`config.mk`:
```
export PLATFORM = sky130hd
export DESIGN_NAME = fwc_reg
export DESIGN_NICKNAME = d
export VERILOG_FILES = /design/src/rtl/fwc_pkg.sv /design/src/rtl/fwc_pwe.sv /design/src/rtl/fwc_erase.sv /design/src/rtl/fwc_secure.sv /design/src/rtl/fwc_reg.sv
export SDC_FILE = /design/constraint.sdc
export NUM_CORES = 1
export LEC_CHECK = 0
export BUFFER_PORTS_ARGS = -buffer_cell sky130_fd_sc_hd__buf_2
export CORE_AREA = 2 2 39 41
export DETAILED_ROUTE_END_ITERATION = 8
export DIE_AREA = 0 0 41 43
export PLACE_DENSITY = 0.5
export SETUP_SLACK_MARGIN = 0.4
export SLEW_MARGIN = 20
export SYNTH_ARGS = -nofsm -noshare
export SYNTH_HDL_FRONTEND = slang
export SYNTH_SLANG_ARGS = --single-unit
```
`constraint.sdc`:
```
create_clock -name clk -period 0.8 [get_ports clk]
set_clock_uncertainty 0.1 [all_clocks]
set_input_delay 0 -clock clk [delete_from_list [all_inputs] [get_ports clk]]
set_output_delay 0 -clock clk [all_outputs]
set_load 0.005 [all_outputs]
```
`src/rtl/fwc_pkg.sv`:
```
package fwc_pkg;
  localparam int PWE_BIT = 0;
  localparam int MEE_BIT = 1;
  localparam int SEC_BIT = 6;
  localparam int PRE_BIT = 7;
endpackage

```
`src/rtl/fwc_pwe.sv`:
```
module fwc_pwe (
  input  logic clk,
  input  logic rst_n,
  input  logic wr_en,
  input  logic wr_bit,
  input  logic irq_en,
  input  logic byte_done,
  output logic pwe_q
);
  logic load;
  assign load = wr_en && !irq_en;

  always_ff @(posedge clk or negedge rst_n) begin
    if (!rst_n)         pwe_q <= 1'b0;
    else if (byte_done) pwe_q <= 1'b0;
    else if (load)      pwe_q <= wr_bit;
  end


  pwe_irq_lock_chk: assert property (@(posedge clk) disable iff (!rst_n)
    (wr_en && irq_en && !byte_done) |=> $stable(pwe_q));

  pwe_done_clear_chk: assert property (@(posedge clk) disable iff (!rst_n)
    byte_done |=> !pwe_q);
endmodule

```
`src/rtl/fwc_erase.sv`:
```
module fwc_erase (
  input  logic clk,
  input  logic rst_n,
  input  logic wr_en,
  input  logic wr_bit,
  input  logic trig,
  output logic arm_q,
  output logic start
);
  assign start = trig && arm_q;

  always_ff @(posedge clk or negedge rst_n) begin
    if (!rst_n)      arm_q <= 1'b0;
    else if (start)  arm_q <= 1'b0;
    else if (wr_en)  arm_q <= wr_bit;
  end


  erase_disarm_chk: assert property (@(posedge clk) disable iff (!rst_n)
    start |=> !arm_q);

  erase_single_chk: assert property (@(posedge clk) disable iff (!rst_n)
    start |=> !start);
endmodule

```
`src/rtl/fwc_secure.sv`:
```
module fwc_secure (
  input  logic clk,
  input  logic rst_n,
  input  logic wr_en,
  input  logic wr_bit,
  output logic sec_q
);
  always_ff @(posedge clk or negedge rst_n) begin
    if (!rst_n)                sec_q <= 1'b0;
    else if (wr_en && wr_bit)  sec_q <= 1'b1;
  end


  sec_sticky_chk: assert property (@(posedge clk) disable iff (!rst_n)
    sec_q |=> sec_q);
endmodule

```
`src/rtl/fwc_reg.sv`:
```
module fwc_reg #(
  parameter int DW = 8
) (
  input  logic          clk,
  input  logic          rst_n,
  input  logic          reg_wr,
  input  logic          reg_rd,
  input  logic [DW-1:0] reg_wdata,
  output logic [DW-1:0] reg_rdata,
  input  logic          irq_en,
  input  logic          byte_done,
  input  logic          erase_trig,
  input  logic          preboot_in,
  output logic          flash_wr_mode,
  output logic          erase_start,
  output logic          secure_lock
);
  import fwc_pkg::*;

  logic pwe, arm, sec;
  logic [DW-1:0] view;
  logic unused_wbits;

  fwc_pwe u_pwe (
    .clk(clk), .rst_n(rst_n), .wr_en(reg_wr), .wr_bit(reg_wdata[PWE_BIT]),
    .irq_en(irq_en), .byte_done(byte_done), .pwe_q(pwe)
  );

  fwc_erase u_erase (
    .clk(clk), .rst_n(rst_n), .wr_en(reg_wr), .wr_bit(reg_wdata[MEE_BIT]),
    .trig(erase_trig), .arm_q(arm), .start(erase_start)
  );

  fwc_secure u_sec (
    .clk(clk), .rst_n(rst_n), .wr_en(reg_wr), .wr_bit(reg_wdata[SEC_BIT]),
    .sec_q(sec)
  );

  for (genvar i = 0; i < DW; i++) begin : g_view
    if (i == PWE_BIT)      begin : g_p assign view[i] = pwe;        end
    else if (i == MEE_BIT) begin : g_m assign view[i] = arm;        end
    else if (i == SEC_BIT) begin : g_s assign view[i] = sec;        end
    else if (i == PRE_BIT) begin : g_b assign view[i] = preboot_in; end
    else                   begin : g_r assign view[i] = 1'b0;       end
  end

  assign unused_wbits  = ^{reg_wdata[PRE_BIT], reg_wdata[SEC_BIT-1:MEE_BIT+1]};
  assign reg_rdata     = reg_rd ? view : '0;
  assign flash_wr_mode = pwe;
  assign secure_lock   = sec;


  rd_idle_zero_chk: assert property (@(posedge clk) disable iff (!rst_n)
    !reg_rd |-> (reg_rdata == '0));

  mode_follow_chk: assert property (@(posedge clk) disable iff (!rst_n)
    (reg_wr && !irq_en && !byte_done) |=> (flash_wr_mode == $past(reg_wdata[PWE_BIT])));
endmodule

```
# After elaboration in Yosys (flattened, before gate mapping)
# Cells that the tools add are included.
# Widths: inputs -> output; s select.
# op_classes
mux,5
reduce_logical,6
# ops
cell,count
$mux 8,1
$mux 1,4
$reduce_bool 2->1,2
$logic_and 1x1->1,3
$logic_not 1->1,1
# word_totals
ff_bits,3
input_bits,16
output_inout_bits,11
wordCells,14

# Depth between registers and ports, before layout
# depth
word_depth,4
depth_mapped,2
depth_no_buf,2

# Hierarchy
# A second synthesis with hierarchy kept.
# unflattened
hier_cells,20
area_unflattened_um2,193.9
# modules_own_cells
mod,n_inst,cells_each,area_per_inst_um2
fwc_reg,1,9,58.8
fwc_pwe,1,5,55.1
fwc_erase,1,4,47.5
fwc_secure,1,2,32.5

# Worst setup path after synthesis
# OpenSTA, ideal clock, no wires.
# synth_path
path_type,reg-to-reg
from,register u_erase.arm_q
to,register u_erase.arm_q
setup_time_ns,0.071
arrival_time_ns,0.613
required_time_ns,0.629
slack_ns,0.016
path_stages_with_launch,3
period_less_slack_ns,0.784
cell_sequence,dfrtp_1 and2_1 nor2_1
# synth_via
elab_chain_cells,2
elab_cells_between_ends,3
# synth_rtl
element,line,source
"start, declared",fwc_erase.sv:7,"output logic arm_q,"
"start signal, assigned",fwc_erase.sv:15,else if (wr_en) arm_q <= wr_bit;
$logic_and 1x1->1 *,fwc_erase.sv:10,assign start = trig && arm_q;
net erase_start,fwc_reg.sv:15,"output logic erase_start,"
$mux 1 or $reduce_bool 2->1 (tied branches),-,
# The timed path passes the listed nets; every way through them passes the cells marked *.
# A chain may end at the register's enable or synchronous reset.

# Worst setup path in the final report
# layout_path
from,register u_erase.arm_q
to,output erase_start
# layout_via
elab_chain_cells,1
# layout_rtl
element,line
$logic_and 1x1->1,fwc_erase.sv:10
"end, declared",fwc_reg.sv:15
# Every way passes these cells.

==> impl_metrics.ini <==
[status]
status = finished, violations left
violations = hold timing, setup timing

[critical_path]
crit_chain = and2_4 > buf_6
r2r_slack_ps = -80
cp-start-kind = register
rr_worst_depth = 2
crit_family = flip-flops
end_kind = output port
cp.arrival_ps = 870
rr_startpoint = u_sec.sec_q
cp_slowest_stage_delay_ps = 390
timing_worst_setup_path_type = reg2out
r2r_end = u_sec.sec_q
cp_num_buf_inv = 1
critical_path.max_fanout = 3
cp_slowest_cell = dfrtp_1
worstPathRequired_ps = 700

[sta]
slew_violations = 0
hold_ws_ps = -115.1
grt_setup_unrepaired = yes
setup_tns_ps = -923.2
fmax_mhz = 1029
finalCritPeriodShare_pct = 121.5
setup_viol = 9
hold_violations = 6
fin_ws_ps = -172.0
fin_crit_ps = 972.0

[routing]
num_vias = 211
postRouteAntennaNets = 0
via_per_inst = 3.576
drt_iter0_markers = 0
drc_errors = 0
dr.pass1.iters = 1
wl_per_cell_um = 7.356
wirelength_um = 434

[power_and_ir_drop]
clkPwrFrac_pct = 46.8
p_leak_nw = 0.1978
power.density_mw_per_mm2 = 1419
p_switching_uw = 121.9
p_comb_share_pct = 23.0
p_seq_share_pct = 30.2
power_uw = 557.3
swShare_pct = 21.87
intPower_uw = 435.4
peakVddDrop_mv = 0.3229

[global_route]
gr-total-overflow = 0
grt_use_total_pct = 5.930
grt_max_degree = 5
grt_pass1_vias = 199
antenna_found_initial = 0
grt_pass1_wl_um = 621

[place]
place_congestion = 0.5272
numPortBuffers = 17
postPlaceCellArea_um2 = 285.3
placed_cells = 52

[final_layout]
num_antenna_cells = 0
area_growth_syn_to_layout_pct = 105.2
fin_area_um2 = 392.9
multi_input_area_um2 = 110.1
regArea_um2 = 75.07
drive_gt1_share_pct = 65.12
finalNonFillerCells = 59
fin_nets = 60
n_fill_cell = 157

[cts]
clock_sinks = 3
ctsHoldBuffers = 1
cts_htree_levels = 1
worstSkewPairLatency_ps = 230
cts.path.max_buffers = 2
cts_tree = done
clk_pin_slew_ps = 40
cts_buffers = 3
cts_root_buffer = clkbuf_4

[die]
start_util_pct = 13.83
ioPinCount = 27
rows = 14
core-area_mm2 = 0.001384
dieArea_mm2 = 0.001763
dieHeight_um = 43
dieWidth_um = 41

[synth]
avgSynthCellArea_um2 = 9.572
synth_seq_cells = 3
synth_seq_area_share_pct = 39.22
syn_inst = 20
ys.warnings.count = 0
ys_types = 11
syn_area_um2 = 191.4

[min_path]
holdPathStages = 2
holdCritStartpoint = reg_wdata[6]
min-delay-path-class = in2reg
hold_path_end = u_sec.sec_q

[flow_run]
drv_cap = 0
-- power groups by stage --
| stage | Sequential (mW) | Clock [mW] | Combinational [mW] |
|---|---|---|---|
| 2_1_floorplan | 0.169 | 0 | 0.0528 |
| 3_3_place_gp | 0.170 | 0 | 0.0859 |
| 3_5_place_dp | 0.171 | 0 | 0.0867 |
| 4_1_cts | 0.169 | 0.273 | 0.119 |
| 5_1_grt | 0.169 | 0.300 | 0.142 |
| 6_report | 0.168 | 0.261 | 0.128 |
-- how the worst max path moves through the flow --
stage	depth (start not counted)	from	endpoint
CTS	2	u_erase.arm_q	erase_start
floorplan	1	u_sec.sec_q	u_sec.sec_q
global placement	2	u_erase.arm_q	u_erase.arm_q
global route	2	u_sec.sec_q	reg_rdata[6]
finish	2	u_erase.arm_q	erase_start
detailed placement	2	u_erase.arm_q	u_erase.arm_q
-- cells in the final DEF, fill, tap and decap left out --
master / n
clkbuf_1: 1
dfrtp_1: 3
buf_6: 7
a21o_2: 1
and2_4: 4
clkbuf_4: 3
nor2_2: 1
buf_4: 1
buf_8: 1
mux2i_1: 1
nor2b_1: 1
and2_1: 1
dlygate4sd3_1: 1
o21ai_1: 1
nand4bb_1: 1
nand2b_1: 1
conb_1: 4
buf_2: 10
-- cell usage after synthesis, drive strengths merged --
| master | number | area, um^2 |
|---|---|---|
| o21ai | 1 | 5.000 |
| nand4bb | 1 | 11.26 |
| buf | 4 | 30.03 |
| nor2 | 1 | 3.750 |
| nor2b | 1 | 6.260 |
| conb | 1 | 3.750 |
| a21o | 1 | 8.760 |
| mux2i | 1 | 10.01 |
| nand2b | 1 | 6.260 |
| dfrtp | 3 | 75.07 |
| and2 | 5 | 31.28 |
-- cell type report --
type                       count  share of cell area (%)
sequential                     3                   19.11
multi-input combinational     16                   28.03
timing repair buffer          20                   41.08
clock buffer                   4                   6.688
tap                           16                   5.096
-- metal layers --
layer	global-route usage [%]	wire, um	share of wire (%)
met5	0	0	0
met4	6.000	0	0
met3	4.712	57	13
met2	9.688	246	57
met1	3.226	130	30
-- metrics by stage --
stage          util, %  setup slack [ps]
2_1_floorplan        -             29.55
3_3_place_gp     20.61             14.90
3_5_place_dp     20.61             5.315
4_1_cts          27.31            -181.2
5_1_grt          28.39            -214.4
6_report         28.39            -172.0
-- sequential cells by signal, summed over array words and instances (netlist names) --
| name | count |
|---|---|
| u_sec.sec_q | 1 |
| u_erase.arm_q | 1 |
| u_pwe.pwe_q | 1 |
-- cells by family after synthesis --
logic type             after synthesis  synth area share (%)
other                                1                 1.959
buffers and inverters                4                 15.69
multiplexers                         1                 5.229
flip-flops                           3                 39.21
AND/OR/NAND/NOR                      9                 30.72
AO/OA/AOI/OAI                        2                 7.188
-- repair_timing --
action                                  4_1_cts  5_1_grt
hold endpoints to repair                      6        4
cloned                                        0        0
pin swaps                                     2        1
resized for setup                             7        4
setup buffers                                 2        0
endpoints found under the setup margin       10       10
Power figures use the tool's default switching activity.
